File: config.mk
export PLATFORM = sky130hd
export DESIGN_NAME = lat_ring
export DESIGN_NICKNAME = d
export VERILOG_FILES = /design/src/rtl/lat_ring_pkg.sv /design/src/rtl/lat_ring_head.sv /design/src/rtl/lat_ring_place.sv /design/src/rtl/lat_ring_slots.sv /design/src/rtl/lat_ring.sv
export SDC_FILE = /design/constraint.sdc
export NUM_CORES = 1
export LEC_CHECK = 0
export ABC_AREA = 1
export BUFFER_PORTS_ARGS = -buffer_cell sky130_fd_sc_hd__buf_2
export CORE_ASPECT_RATIO = 1.25
export CORE_UTILIZATION = 35
export CTS_BUF_LIST = sky130_fd_sc_hd__clkbuf_2
export DETAILED_ROUTE_END_ITERATION = 6
export SYNTH_ARGS = -nofsm -noshare
export SYNTH_HDL_FRONTEND = slang
export SYNTH_SLANG_ARGS = --single-unit
File: constraint.sdc
create_clock -name clk -period 4 [get_ports clk]
set_clock_uncertainty 0.1 [all_clocks]
set_input_delay 0.4 -clock clk [delete_from_list [all_inputs] [get_ports clk]]
set_output_delay 0.4 -clock clk [all_outputs]
set_load 0.02 [all_outputs]
File: src/rtl/lat_ring_pkg.sv
package lat_ring_pkg;
   typedef enum logic [1:0] {
      STEP_IDLE = 2'd0,
      STEP_HALT = 2'd1,
      STEP_RUN  = 2'd2
   } step_e;

   function automatic step_e decode_step(input logic iss, input logic hlt);
      if (!iss)     return STEP_IDLE;
      else if (hlt) return STEP_HALT;
      else          return STEP_RUN;
   endfunction

   function automatic bit is_pow2(input int n);
      return (n > 0) && ((n & (n - 1)) == 0);
   endfunction
endpackage

File: src/rtl/lat_ring_head.sv
module lat_ring_head #(
   parameter int MAX_LAT = 16,
   localparam int IDX_W  = (MAX_LAT > 1) ? $clog2(MAX_LAT) : 1
) (
   input  logic             clk,
   input  logic             rst_n,
   input  logic             step,
   output logic [IDX_W-1:0] head
);
   import lat_ring_pkg::*;

   logic [IDX_W-1:0] head_nxt;

   generate
      if (is_pow2(MAX_LAT)) begin : g_pow2
         assign head_nxt = head + IDX_W'(1);
      end else begin : g_wrap
         assign head_nxt = (head == IDX_W'(MAX_LAT - 1)) ? '0 : head + IDX_W'(1);
      end
   endgenerate

   always_ff @(posedge clk or negedge rst_n) begin
      if (!rst_n)    head <= '0;
      else if (step) head <= head_nxt;
   end
endmodule

File: src/rtl/lat_ring_place.sv
module lat_ring_place #(
   parameter int MAX_LAT = 16,
   localparam int IDX_W  = (MAX_LAT > 1) ? $clog2(MAX_LAT) : 1,
   localparam int LAT_W  = $clog2(MAX_LAT + 1),
   localparam int SUM_W  = LAT_W + 1
) (
   input  logic [IDX_W-1:0] head,
   input  logic [LAT_W-1:0] lat,
   output logic             lat_ok,
   output logic [IDX_W-1:0] idx
);
   import lat_ring_pkg::*;

   logic [SUM_W-1:0] sum;

   // Position relative to the pre-step head: (head + 1) + (lat - 1).
   assign sum    = SUM_W'(head) + SUM_W'(lat);
   assign lat_ok = (lat != '0) && (SUM_W'(lat) <= SUM_W'(MAX_LAT));

   generate
      if (is_pow2(MAX_LAT)) begin : g_pow2
         assign idx = sum[IDX_W-1:0];
      end else begin : g_fold
         logic [SUM_W-1:0] folded;
         assign folded = (sum >= SUM_W'(MAX_LAT)) ? sum - SUM_W'(MAX_LAT) : sum;
         assign idx    = folded[IDX_W-1:0];
      end
   endgenerate
endmodule

File: src/rtl/lat_ring_slots.sv
module lat_ring_slots #(
   parameter int MAX_LAT = 16,
   parameter int DATA_W  = 32,
   localparam int IDX_W  = (MAX_LAT > 1) ? $clog2(MAX_LAT) : 1
) (
   input  logic              clk,
   input  logic              rst_n,
   input  logic              clr_en,
   input  logic [IDX_W-1:0]  clr_idx,
   input  logic              ins_en,
   input  logic [IDX_W-1:0]  ins_idx,
   input  logic [DATA_W-1:0] ins_data,
   output logic [DATA_W-1:0] rd_data
);
   logic [DATA_W-1:0] mem [MAX_LAT];

   assign rd_data = mem[clr_idx];

   always_ff @(posedge clk or negedge rst_n) begin
      if (!rst_n) begin
         for (int i = 0; i < MAX_LAT; i++) mem[i] <= '0;
      end else begin
         for (int i = 0; i < MAX_LAT; i++) begin
            if (clr_en && (clr_idx == IDX_W'(i))) mem[i] <= '0;
            // insert comes after the clear in the step, so it takes priority
            if (ins_en && (ins_idx == IDX_W'(i))) mem[i] <= ins_data;
         end
      end
   end
endmodule

File: src/rtl/lat_ring.sv
module lat_ring #(
   parameter int MAX_LAT = 16,
   parameter int DATA_W  = 32,
   localparam int IDX_W  = (MAX_LAT > 1) ? $clog2(MAX_LAT) : 1,
   localparam int LAT_W  = $clog2(MAX_LAT + 1)
) (
   input  logic              clk,
   input  logic              rst_n,
   input  logic              issue,
   input  logic              halt,
   input  logic              res_valid,
   input  logic [LAT_W-1:0]  res_lat,
   input  logic [DATA_W-1:0] res_data,
   output logic              wb_en,
   output logic [DATA_W-1:0] wb_data,
   output logic              lat_err
);
   import lat_ring_pkg::*;

   generate
      if (MAX_LAT < 2)  begin : g_bad_depth $error("lat_ring: MAX_LAT must be at least 2"); end
      if (DATA_W < 1)   begin : g_bad_width $error("lat_ring: DATA_W must be positive"); end
   endgenerate

   step_e            step_kind;
   logic             run;
   logic [IDX_W-1:0] head;
   logic [IDX_W-1:0] ins_idx;
   logic             lat_ok;
   logic             ins_en;
   logic [DATA_W-1:0] head_val;

   assign step_kind = decode_step(issue, halt);
   assign run       = (step_kind == STEP_RUN);
   assign ins_en    = run && res_valid && lat_ok;

   lat_ring_head #(.MAX_LAT(MAX_LAT)) u_head (
      .clk   (clk),
      .rst_n (rst_n),
      .step  (run),
      .head  (head)
   );

   lat_ring_place #(.MAX_LAT(MAX_LAT)) u_place (
      .head   (head),
      .lat    (res_lat),
      .lat_ok (lat_ok),
      .idx    (ins_idx)
   );

   lat_ring_slots #(.MAX_LAT(MAX_LAT), .DATA_W(DATA_W)) u_slots (
      .clk      (clk),
      .rst_n    (rst_n),
      .clr_en   (run),
      .clr_idx  (head),
      .ins_en   (ins_en),
      .ins_idx  (ins_idx),
      .ins_data (res_data),
      .rd_data  (head_val)
   );

   always_ff @(posedge clk or negedge rst_n) begin
      if (!rst_n) begin
         wb_en   <= 1'b0;
         wb_data <= '0;
         lat_err <= 1'b0;
      end else begin
         wb_en   <= run;
         lat_err <= run && res_valid && !lat_ok;
         if (run) wb_data <= head_val;
      end
   end
endmodule

==> impl_results.rst, run 1 <==
.. list-table::
   :header-rows: 1

   * - Metric
     - Value
   * - Global Route Usage Sum
     - 24.78%
   * - Type of the setup path with the least slack
     - reg2reg
   * - Failing checks
     - DRC
   * - Depth of the worst register-to-register path
     - 8
   * - Post-DR vias/cell
     - 5.410
   * - Number of global-route vias before repair
     - 26150
   * - Kind of capture point of the worst setup path
     - flop
   * - Gate Count Post-Synth
     - 3853
   * - Floorplan die area
     - 81710 um2
   * - Number of port buffers
     - 75
   * - Post-synth net total
     - 3903
   * - Power density of the placed cells
     - just under 700 nW/um2
   * - Proportion of layout cells with a drive suffix above 1
     - between 10% and 20%
   * - GR peak layer
     - met2
   * - Register-to-register path setup slack
     - 0.14 ns
   * - Number of antenna violations at the first check in global routing
     - 1
   * - First-pass detailed-route iteration total
     - 7
   * - Required time at the worst-slack endpoint
     - 5.21 ns
   * - GRT Residual Overflow
     - 0
   * - Number of maximum-capacitance constraint violations
     - 0
   * - Max Fanout on Critical Path
     - 49
   * - Number of buffers created by CTS
     - 147
   * - Maximum ir drop on the vdd rail
     - 617.1 uV
   * - M2 GR Usage
     - roughly two fifths
   * - Synthesis Warnings
     - 0
   * - Starting utilization of the core area
     - 35.26%
   * - WL/cell
     - 20.08 um
   * - Number of sinks driven by the clock tree
     - 550
   * - Post-route core utilization
     - 39.33%
   * - Total power
     - approximately 22 mW
   * - Routed Wire Length
     - 101400 um
   * - Fillcell total
     - 8524
   * - Slew @ Worst Pin
     - around 1.2 ns
   * - Clock Tree Root
     - clkbuf_2
   * - Area of the core region
     - 79970 um2
   * - Post-synthesis instance area
     - 28200 um2
   * - Layout overhead on the synthesized area
     - 11.54%
   * - Post-route DRC violation count
     - 1
   * - Distinct cells, synth
     - 23
   * - Placed cell area
     - 29250 um2
   * - Chip width
     - 255.9 um
   * - Last element of the critical path
     - u_slots.mem[159]
   * - FMAX
     - roughly 260 MHz
   * - Dpl cells
     - around 4700
   * - Final Max Tran Viols
     - 0
   * - Unrepaired setup endpoints after global routing
     - yes
   * - Highest-count cells in the layout ignoring fill and taps
     - 1219 x nand3_1, 1142 x nand2_1, 547 x dfrtp_1, 263 x nor2_1, 221 x clkbuf_2
   * - Net count of the finished layout
     - around 3900
   * - Final number of hold-violating endpoints
     - 0
   * - Reg2reg start
     - u_head.head[0]
   * - Total vias in the final route
     - 27330
   * - GR Util met3
     - 3.839%
   * - Global routing met1 resource utilization
     - 31.24%
   * - Wire length of the first global-routing pass
     - 157800 um
   * - Static leakage
     - 16.71 nW
   * - Reg clk slew, reported paths
     - 0.12 ns
   * - Worst setup path startpoint
     - u_head.head[0]
   * - Data arrival time of the critical path
     - 5.07 ns
   * - Number of H-tree branching levels
     - 4
   * - Die Span Y
     - 319.3 um
   * - Hold Crit Class
     - in2reg
   * - Layout Cell Area excl Fill
     - between 30000 and 40000 um2
   * - TritonCTS clock tree
     - built
   * - Finished Layout Cells
     - 5051
   * - Avg Cell Area, Syn
     - 7.319 um2
   * - Status
     - finished, violations left
   * - Pin count of the biggest net entering global routing
     - 162
   * - Fraction of the cycle the final worst path needs
     - 96.43%
   * - Total number of placement rows
     - around 120
   * - Sequential element share of the synthesized area
     - 48.81%
   * - Last weighted congestion value of the routability-driven placer
     - 0.8206
   * - Final Setup Violations
     - 0
   * - Maximum number of buffers from clock root to sink
     - 3
   * - Initial DRC Count
     - 2790
   * - End of the worst register-to-register path
     - u_slots.mem[159]
   * - Post-layout min period
     - 3.857 ns
   * - Antenna Nets Post-Route
     - 0
   * - Flip-flop and latch count after synthesis
     - 550
   * - Leading cell type in the layout, fill and taps excluded
     - nand3_1
   * - IO Count
     - 76
   * - CP startpoint kind
     - flop
   * - Worst relative slew slack
     - 20.81%
   * - Hpwl dp
     - roughly 56000 um
   * - Insertion delay to the later sink of the worst-skew pair
     - 1.38 ns
==> registers in the layout, indices dropped and copies added, names as in the netlist <==
| name | count |
|---|---|
| lat_err | 1 |
| u_head.head | 4 |
| wb_en | 1 |
| wb_data | 32 |
| u_slots.mem | 512 |
==> per-stage QoR <==
step | TNS [ns] | hold slack [ns] | setup slack [ns]
final | 0 | 0.2192 | 0.1428
after global routing | -0.04812 | 0.2040 | -0.04812
after global placement | 0 | 0.3747 | 0.6705
after CTS | 0 | 0.05792 | 0.03738
after floorplan | 0 | 0.004409 | 1.775
after detailed placement | 0 | 0.3811 | 0.6249
==> final cells by class <==
type | instances | area [um2] | share of cell area [%]
Sequential cell | 550 | 13770 | 43.79
Multi-Input combinational cell | 2781 | 12340 | 39.23
Timing Repair Buffer | 254 | 2152 | 6.842
Tap cell | 1062 | 1329 | 4.225
Clock buffer | 221 | 1106 | 3.517
Inverter | 145 | 554.3 | 1.762
Clock inverter | 36 | 195.2 | 0.6206
Antenna cell | 2 | 5.005 | 0.01591
==> critical path, stage by stage, from the launching register on <==
cell	delay, ns
dfrtp_4	0.48
ha_1	0.21
fa_1	0.41
xor2_2	0.26
nor2_4	0.94
nand3_1	0.15
dlygate4sd3_1	0.63
nand2_1	0.06
dlygate4sd3_1	0.55
==> repair_timing <==
item                       4_1_cts  5_1_grt
setup buffers                    0        0
setup endpoints to repair        0      131
hold endpoints to repair      1092        0
hold buffers                    88        0
resized for setup                0        2
==> power breakdown <==
part | internal (mW) | total, mW | switching, mW
sequential | 7.07 | 7.88 | 0.810
combinational | 2.67 | 9.74 | 7.07
clock | 1.54 | 4.05 | 2.51
==> cell families (layout without fill, tap and decap cells) <==
family          after synthesis  after routing  share of synthesized area [%]
compound gates              130            130                          2.316
other cells                   0              2                              0
buf+inv                     522            656                          7.614
simple gates               2639           2639                          40.76
fa+ha+maj                     8              8                         0.3816
xor+xnor                      4              4                         0.1242
flops                       550            550                          48.81
==> synth_stat cells <==
cell	number	area (um2)
fa_1	1	20.02
inv_2	2	7.510
nand3_1	1219	6101
nor2_4	4	45.04
nand2_2	1	6.260
nor2_1	266	998.5
ha_1	7	87.58
buf_1	29	108.9
buf_2	143	715.7
or2_1	1	6.260
nand4_1	1	6.260
a21boi_0	1	7.510
clkinv_1	2	7.510
nor2_2	4	25.02
clkbuf_1	202	758.2
dfrtp_1	550	13760
xor2_1	4	35.03
inv_1	141	529.3
buf_4	2	15.01
nand3_4	1	17.52
nand2_1	1142	4287
clkbuf_2	1	5.000
o21ai_0	129	645.6
==> worst min path at each step <==
stage | slack, ns | to | cells after the start | startpoint
floorplan | 0.004 | lat_err | 0 | rst_n
detailed placement | 0.38 | u_slots.mem[136] | 2 | u_slots.mem[136]
global route | 0.20 | u_slots.mem[144] | 7 | res_lat[0]
global placement | 0.37 | u_slots.mem[148] | 2 | u_slots.mem[148]
CTS | 0.06 | u_slots.mem[144] | 7 | res_lat[0]
finish | 0.22 | u_slots.mem[144] | 7 | res_lat[0]
==> routing by layer <==
| layer | share of wire, % | vias to the layer above |
|---|---|---|
| li1 | - | 12650 |
| met1 | 40 | 13330 |
| met2 | 48 | 1098 |
| met3 | 6.3 | 247 |
| met4 | 5.3 | 0 |
| met5 | 0 | - |
No activity file was read; power rests on OpenSTA's default activity.
==> run 2: changes to the inputs <==
--- a/config.mk
+++ b/config.mk
@@ -5,7 +5,7 @@
 export SDC_FILE = /design/constraint.sdc
 export NUM_CORES = 1
 export LEC_CHECK = 0
-export ABC_AREA = 1
+export ABC_AREA = 0
 export BUFFER_PORTS_ARGS = -buffer_cell sky130_fd_sc_hd__buf_2
 export CORE_ASPECT_RATIO = 1.25
 export CORE_UTILIZATION = 35
==> run 2 against run 1 <==
The flow still finishes with violations (DRC). Global-route usage fell by 1.0 points. Critical path type unchanged. Synthesized cell count shrank 27%. Flip-flop and latch count stayed put. Worst setup slack better by 0.025 ns. Non-clock buffer count unchanged. Largest power group is now sequential cells. Highest routed layer is now met5.
==> impl_results.rst, run 2 <==
.. list-table::
   :header-rows: 1

   * - Metric
     - Value
   * - Number of antenna violations at the first check in global routing
     - 4
   * - Layout Cell Area excl Fill
     - 30020 um2
   * - Cell-by-cell trace of the critical path
     - ha_1 -> fa_1 -> and4b_1 -> nand3_2 -> nor4_4 -> clkbuf_16 -> nand2_1 -> dlygate4sd3_1 -> o21ai_0 -> dlygate4sd3_1
   * - Area contributors post-synth
     - dfrtp_1 52%, nand2_1 13%, o21ai_0 8.5%
   * - Area of the core region
     - 73750 um2
   * - Hpwl dp
     - between 50000 and 60000 um
   * - Kind of capture point of the worst setup path
     - flop
   * - First-pass detailed-route iteration total
     - 7
   * - Routed Wire Length
     - 91030 um
   * - Final number of hold-violating endpoints
     - 0
   * - Floorplan die area
     - around 76000 um2
   * - Number of H-tree branching levels
     - 4
   * - Maximum number of buffers from clock root to sink
     - 3
   * - Number of global-route vias before repair
     - about 22000
   * - Leading cell type by number of instances after synthesis
     - nand2_1
   * - Failing checks
     - DRC
   * - Reg clk slew, reported paths
     - 0.11 ns
   * - Sw frac
     - about 40%
   * - Placed cell area
     - about 28000 um2
   * - Last weighted congestion value of the routability-driven placer
     - 0.7900
   * - Data arrival time of the critical path
     - 5.04 ns
   * - Number of buffers created by CTS
     - 142
   * - Insertion delay to the later sink of the worst-skew pair
     - 1.34 ns
   * - Post-route core utilization
     - 40.70%
   * - Setup tns final
     - 0 ns
   * - Final Setup Violations
     - 0
   * - Proportion of register bits with asynchronous set or reset after synthesis
     - 100.0%
   * - Proportion of layout cells with a drive suffix above 1
     - 15.62%
   * - Biggest register
     - u_slots.mem
   * - Slew @ Worst Pin
     - roughly 1.1 ns
   * - Final Max Tran Viols
     - 0
   * - Unrepaired setup endpoints after global routing
     - no
   * - Type of the setup path with the least slack
     - reg2reg
   * - Top cells by count, synth
     - 912 x nand2_1, 550 x dfrtp_1, 444 x o21ai_0
   * - Initial DRC Count
     - 1792
   * - Hold Crit Class
     - in2async
   * - Highest-count cells in the layout ignoring fill and taps
     - 912 x nand2_1, 546 x dfrtp_1, 444 x o21ai_0, 197 x mux2i_1, 194 x clkbuf_2
   * - Number of flip-flops in the largest register
     - about 500
   * - Wire length of the first global-routing pass
     - roughly 140000 um
   * - Leading cell type in the layout, fill and taps excluded
     - nand2_1
   * - Post-DR vias/cell
     - around 5.4
   * - Most Frequent Cell on Critical Path
     - dlygate4sd3_1
   * - Status
     - finished, violations left
   * - Sequential power share
     - 44.5%
   * - Post-synth EDFFs
     - 0
   * - Sequential element share of the synthesized area
     - 52.46%
   * - Pin count of the biggest net entering global routing
     - 118
   * - Combinational power share
     - 33.3%
   * - Avg Cell Area, Syn
     - 9.304 um2
   * - Static leakage
     - 13.25 nW
   * - WL/cell
     - 22.60 um
   * - Number of maximum-capacitance constraint violations
     - 0
   * - Max stage delay on crit path
     - 0.58 ns
   * - Maximum ir drop on the vdd rail
     - 432.1 uV
   * - Gate Count Post-Synth
     - 2820
   * - Synthesis Warnings
     - 0
   * - Required time at the worst-slack endpoint
     - 5.20 ns
   * - Antenna Nets Post-Route
     - 0
   * - Die Span Y
     - 308.1 um
   * - Distinct cells, synth
     - between 50 and 60
   * - Clk pwr share
     - 22.2%
   * - Worst-path cell with the longest stage delay
     - dlygate4sd3_1
   * - Fraction of the cycle the final worst path needs
     - 95.79%
   * - Chip width
     - 246.9 um
   * - Top cell type's share of synthesized area
     - 52.46%
   * - Total vias in the final route
     - 21650
   * - Registers with the highest flip-flop counts
     - u_slots.mem x512, wb_data x32, u_head.head x4
   * - Number of port buffers
     - 75
   * - Global Route Usage Sum
     - 23.73%
   * - CP startpoint kind
     - flop
   * - Total power
     - around 19 mW
   * - Worst relative slew slack
     - 28.17%
   * - Cell internal pwr
     - 11.20 mW
   * - Post-route DRC violation count
     - 24
   * - IO Count
     - 76
   * - Primary FF master, synth
     - dfrtp_1
   * - Clock Tree Root
     - clkbuf_2
   * - P_sw
     - 7.367 mW
   * - Number of sinks driven by the clock tree
     - 550
   * - FMAX
     - between 200 and 300 MHz
   * - Post-synthesis instance area
     - 26240 um2
   * - Flip-flop and latch count after synthesis
     - 550
   * - Total number of placement rows
     - 111
   * - Top cell type by total area after synthesis
     - dfrtp_1
   * - Post-synth net total
     - 2870
   * - TritonCTS clock tree
     - built
   * - Post-layout min period
     - 3.832 ns
   * - GRT Residual Overflow
     - 0
   * - Power density of the placed cells
     - 618.6 nW/um2
   * - Layout overhead on the synthesized area
     - 14.40%
   * - Max Fanout on Critical Path
     - 16
   * - Starting utilization of the core area
     - 35.58%
   * - Net count of the finished layout
     - between 3000 and 4000
-- run 2: worst paths after layout --
path / from / to / slack (ns) / cells past startpoint
worst max-delay path: u_head.head[0] / u_slots.mem[36] / 0.17 / 10
worst min-delay path: rst_n / u_slots.mem[304] / 0.17 / 4
worst max register to register: u_head.head[0] / u_slots.mem[36] / 0.17 / 10
worst min register to register: u_slots.mem[274] / u_slots.mem[274] / 0.41 / 2
max in group asynchronous: rst_n / u_slots.mem[286] / 2.78 / 4
min in group clk: res_lat[1] / u_slots.mem[55] / 0.17 / 8
-- run 2: critical path, delay by kind of cell, from the launching register on --
kind	cells	cell delay [ns]
flops	1	0.52
fa+ha+maj	2	0.73
buf+inv	3	1.43
simple gates	4	0.92
compound gates	1	0.07
-- run 2: layout make-up --
| type | count | area (um2) |
|---|---|---|
| inverters | 35 | 131.4 |
| well taps | 960 | 1201 |
| diodes | 6 | 15.01 |
| multi-input cells | 1989 | 11360 |
| repair buffers | 254 | 2228 |
| clock buffers | 194 | 970.9 |
| flip-flops and latches | 550 | 13780 |
| clock inverters | 39 | 334.1 |
| fillers | 7275 | 43730 |
-- run 2: layer usage --
metal  vias up  share of wire [%]  GRT usage (%)
met5         -              0.023              0
met4         4                4.4          9.963
met3       215                7.3          4.960
met2       879                 48          39.53
met1     10610                 40          29.68
li1       9935                  -              -
-- run 2: cells by family (layout without fill, tap and decap cells) --
logic type | Yosys count | after routing | share of synthesized area (%)
buffers and inverters | 281 | 522 | 4.769
muxes | 253 | 253 | 11.81
other | 0 | 6 | 0
xor gates and xnor gates | 8 | 8 | 0.3672
AOI/OAI and AO/OA | 630 | 630 | 13.24
DFF | 550 | 550 | 52.46
adders and majority gates | 8 | 8 | 0.4101
and+or+nand+nor | 1090 | 1090 | 16.95
-- run 2: timing repair --
action                     in CTS  in global routing
hold buffers                   90                  0
hold endpoints to repair     1100                  0
setup endpoints to repair       0                  4
gates resized for setup         0                  7
setup buffers                   0                  9
-- run 2: through the flow --
stage	setup slack, ns	hold slack (ns)	instances
global placement	0.7436	0.2914	3684
global route	0.03533	0.07996	4025
detailed placement	0.6726	0.2949	3684
finish	0.1683	0.1715	4027
floorplan	1.221	0.004409	2820
CTS	0.05312	0.02388	4007
-- run 2: power groups by stage --
stage | Sequential [mW] | Combinational, mW | Clock (mW)
after floorplan | 8.11 | 3.99 | 0
after global placement | 8.34 | 5.87 | 0
after detailed placement | 8.36 | 5.98 | 0
after CTS | 8.25 | 6.07 | 4.22
after global routing | 8.44 | 6.73 | 4.50
final | 8.27 | 6.18 | 4.12
==> run 3: changes to the inputs <==
--- a/config.mk
+++ b/config.mk
@@ -13,4 +13,5 @@
 export DETAILED_ROUTE_END_ITERATION = 6
 export SYNTH_ARGS = -nofsm -noshare
 export SYNTH_HDL_FRONTEND = slang
+export SYNTH_HIERARCHICAL = 1
 export SYNTH_SLANG_ARGS = --single-unit
==> run 3 against run 2 <==
The run still ends with DRC left. Sequential share of layout area is 5.4 points higher. Non-clock buffer count is 69 lower. Design area is 11% lower.
==> impl_results.rst, run 3 <==
.. list-table::
   :header-rows: 1

   * - Metric
     - Value
   * - Chip width
     - ~240 um
   * - Post-route DRC violation count
     - 2
   * - Reg clk slew, reported paths
     - 0.11 ns
   * - Max stage delay on crit path
     - 0.53 ns
   * - Die Span Y
     - 294.0 um
   * - Final Setup Violations
     - 0
   * - Area contributors post-synth
     - dfrtp_1 58%, a22o_1 19%, mux4_2 12%
   * - Global Route Usage Sum
     - 22.32%
   * - Number of sinks driven by the clock tree
     - 550
   * - Failing checks
     - DRC
   * - Simple-gate share of the synthesized area
     - 1.818%
   * - Hpwl dp
     - 42540 um
   * - XOR/XNOR Fraction of Synth Area
     - 0.2568%
   * - Floorplan die area
     - 69270 um2
   * - Hold Crit Class
     - in2reg
   * - Proportion of layout cells with a drive suffix above 1
     - a little under a third
   * - Gate Count Post-Synth
     - 1611
   * - Number of port buffers
     - 75
   * - Resize count post-CTS
     - 0
   * - Number of buffers created by CTS
     - around 130
   * - Dominant combinational cell family by area after synthesis
     - compound AO/OA/AOI/OAI gates
   * - Last weighted congestion value of the routability-driven placer
     - slightly below 0.8
   * - Power density of the placed cells
     - 671.5 nW/um2
   * - Post-synth net total
     - 1658
   * - Data arrival time of the critical path
     - 4.28 ns
   * - Wire length of the first global-routing pass
     - 115400 um
   * - First-pass detailed-route iteration total
     - 7
   * - Insertion delay to the later sink of the worst-skew pair
     - 1.19 ns
   * - Static leakage
     - 12.79 nW
   * - FMAX
     - around 300 MHz
   * - Biggest register
     - u_slots/mem
   * - Clock Tree Root
     - clkbuf_2
   * - Proportion of register bits with asynchronous set or reset after synthesis
     - 100.0%
   * - Pin count of the biggest net entering global routing
     - 105
   * - Max Fanout on Critical Path
     - 22
   * - Post-DR vias/cell
     - 6.187
   * - Post-synthesis instance area
     - about 24000 um2
   * - Synthesis Warnings
     - 6
   * - Primary FF master, synth
     - dfrtp_1
   * - Total power
     - approximately 18 mW
   * - Registers with the highest flip-flop counts
     - u_slots/mem x512, wb_data x32, u_head/head x4
   * - Share of cell area taken by muxes after synthesis
     - ~14%
   * - Fraction of the cycle the final worst path needs
     - 84.06%
   * - GRT Residual Overflow
     - 0
   * - Unrepaired setup endpoints after global routing
     - no
   * - Post-route core utilization
     - roughly two fifths
   * - Setup tns final
     - 0 ns
   * - IO Count
     - between 70 and 80
   * - Kind of capture point of the worst setup path
     - flop
   * - Initial DRC Count
     - ~1600
   * - WL/cell
     - 28.31 um
   * - Worst-path cell with the longest stage delay
     - nand3_1
   * - Sequential element share of the synthesized area
     - 57.64%
   * - Final Max Tran Viols
     - 0
   * - Status
     - finished, violations left
   * - Starting utilization of the core area
     - 35.51%
   * - Number of buffers inserted by post-CTS setup repair
     - 0
   * - Top cells by count, synth
     - 550 x dfrtp_1, 512 x a22o_1, 128 x mux4_2
   * - TritonCTS clock tree
     - built
   * - Required time at the worst-slack endpoint
     - ~5 ns
   * - Post-layout min period
     - about 3.4 ns
   * - Leading cell type by number of instances after synthesis
     - dfrtp_1
   * - Fillcell total
     - 6139
   * - Number of H-tree branching levels
     - 4
   * - Number of maximum-capacitance constraint violations
     - 0
   * - CP startpoint kind
     - flop
   * - Number of flip-flops in the largest register
     - between 500 and 600
   * - Layout overhead on the synthesized area
     - 12.37%
   * - Maximum number of buffers from clock root to sink
     - 3
   * - Compound-cell area share of the yosys netlist
     - 21.49%
   * - Leading cell type in the layout, fill and taps excluded
     - dfrtp_1
   * - Total vias in the final route
     - 16570
   * - Flip-flop and latch count after synthesis
     - 550
   * - Highest-count cells in the layout ignoring fill and taps
     - 548 x dfrtp_1, 512 x a22o_1, 191 x clkbuf_2, 128 x mux4_2, 74 x buf_2
   * - Number of antenna violations at the first check in global routing
     - 1
   * - Worst Hold Slack
     - 0.1244 ns
   * - Cell-by-cell trace of the critical path
     - ha_1 -> inv_1 -> fa_1 -> xnor2_1 -> nand3_1 -> a2bb2oi_4 -> buf_4 -> a22o_1
   * - Number of global-route vias before repair
     - ~18000
   * - Area of the core region
     - 67240 um2
   * - Type of the setup path with the least slack
     - reg2reg
   * - Maximum ir drop on the vdd rail
     - 386.5 uV
   * - Distinct cells, synth
     - slightly above 40
   * - Slew @ Worst Pin
     - 1.154 ns
   * - Worst relative slew slack
     - between 20% and 30%
   * - Antenna Nets Post-Route
     - 0
   * - Routed Wire Length
     - 75850 um
   * - Net count of the finished layout
     - between 1500 and 2000
   * - Post-synth EDFFs
     - 0
   * - Synthesized-area fraction occupied by adder cells
     - less than 1%
   * - Top cell type by total area after synthesis
     - dfrtp_1
   * - Top cell type's share of synthesized area
     - 57.64%
   * - Total number of placement rows
     - approximately 110
   * - Final number of hold-violating endpoints
     - 0
   * - Avg Cell Area, Syn
     - 14.82 um2
-- run 3: cell count changes in the layout (fill, tap and decap cells not counted), sizes merged, moves of 84 or more --
cell,change
mux4,+84
nand2,-879
nand3,-94
o21ai,-486
mux2i,-197
a22o,+512
-- run 3: stage by stage --
stage	cell area (um2)	worst slack (ns)	std cells
finish	26830	0.6378	2679
global route	26830	0.5503	2679
CTS	26830	0.6588	2678
detailed placement	25170	0.6720	2408
global placement	25170	0.7580	2408
floorplan	23880	1.521	1611
-- run 3: worst paths after layout --
check	start	endpoint	slack, ns	depth (start not counted)
max in group asynchronous	rst_n	u_slots/mem[409]	2.77	5
worst min-delay path	res_data[4]	u_slots/mem[452]	0.12	3
worst min register to register	u_slots/mem[164]	u_slots/mem[164]	0.40	1
worst max-delay path	u_head/head[0]	u_slots/mem[23]	0.64	8
worst max register to register	u_head/head[0]	u_slots/mem[23]	0.64	8
min in group asynchronous	rst_n	u_slots/mem[424]	0.37	4
-- run 3: kinds of logic (layout without fill, tap and decap cells) --
kind of cell / count (synthesis) / after routing
flops: 550 / 550
mux: 161 / 161
compound gates: 594 / 594
buf+inv: 214 / 417
other cells: 0 / 1
fa+ha+maj: 5 / 5
xor+xnor: 7 / 7
simple gates: 80 / 80
-- run 3: final cells by class --
cell class / count / area (um2) / area share [%]
antenna: 1 / 2.502 / 0.009327
clock buffer: 191 / 955.9 / 3.563
clock inverter: 37 / 265.3 / 0.9887
inverter: 4 / 15.01 / 0.05596
multi-input combinational: 847 / 9280 / 34.59
sequential: 550 / 13770 / 51.33
tap: 864 / 1081 / 4.029
timing repair buffer: 185 / 1459 / 5.438
-- run 3: power breakdown --
group	internal, mW	leakage [nW]	switching (mW)
registers	7.24	7.54	1.01
logic	2.98	4.33	2.96
clock network	1.54	0.927	2.30
-- run 3: what timing repair did --
| action | 4_1_cts | 5_1_grt |
|---|---|---|
| setup endpoints to repair | 0 | 0 |
| hold endpoints to repair | 1073 | 0 |
| hold buffers | 42 | 0 |
-- run 3: metal layers --
layer / global-route usage [%] / part of all wire, %
met5: 0 / 0
met2: 36.31 / 48
met3: 5.366 / 8.6
met1: 28.28 / 40
met4: 9.963 / 3.7
-- run 3: worst max-delay path: cells and delay by family, from the launching register on --
family                   cells  cell delay [ns]
AO/OA/AOI/OAI                2             0.60
buffers and inverters        2             0.39
adder cells (fa/ha/maj)      2             0.55
AND/OR/NAND/NOR              1             0.53
XOR/XNOR                     1             0.52
flip-flops                   1             0.49
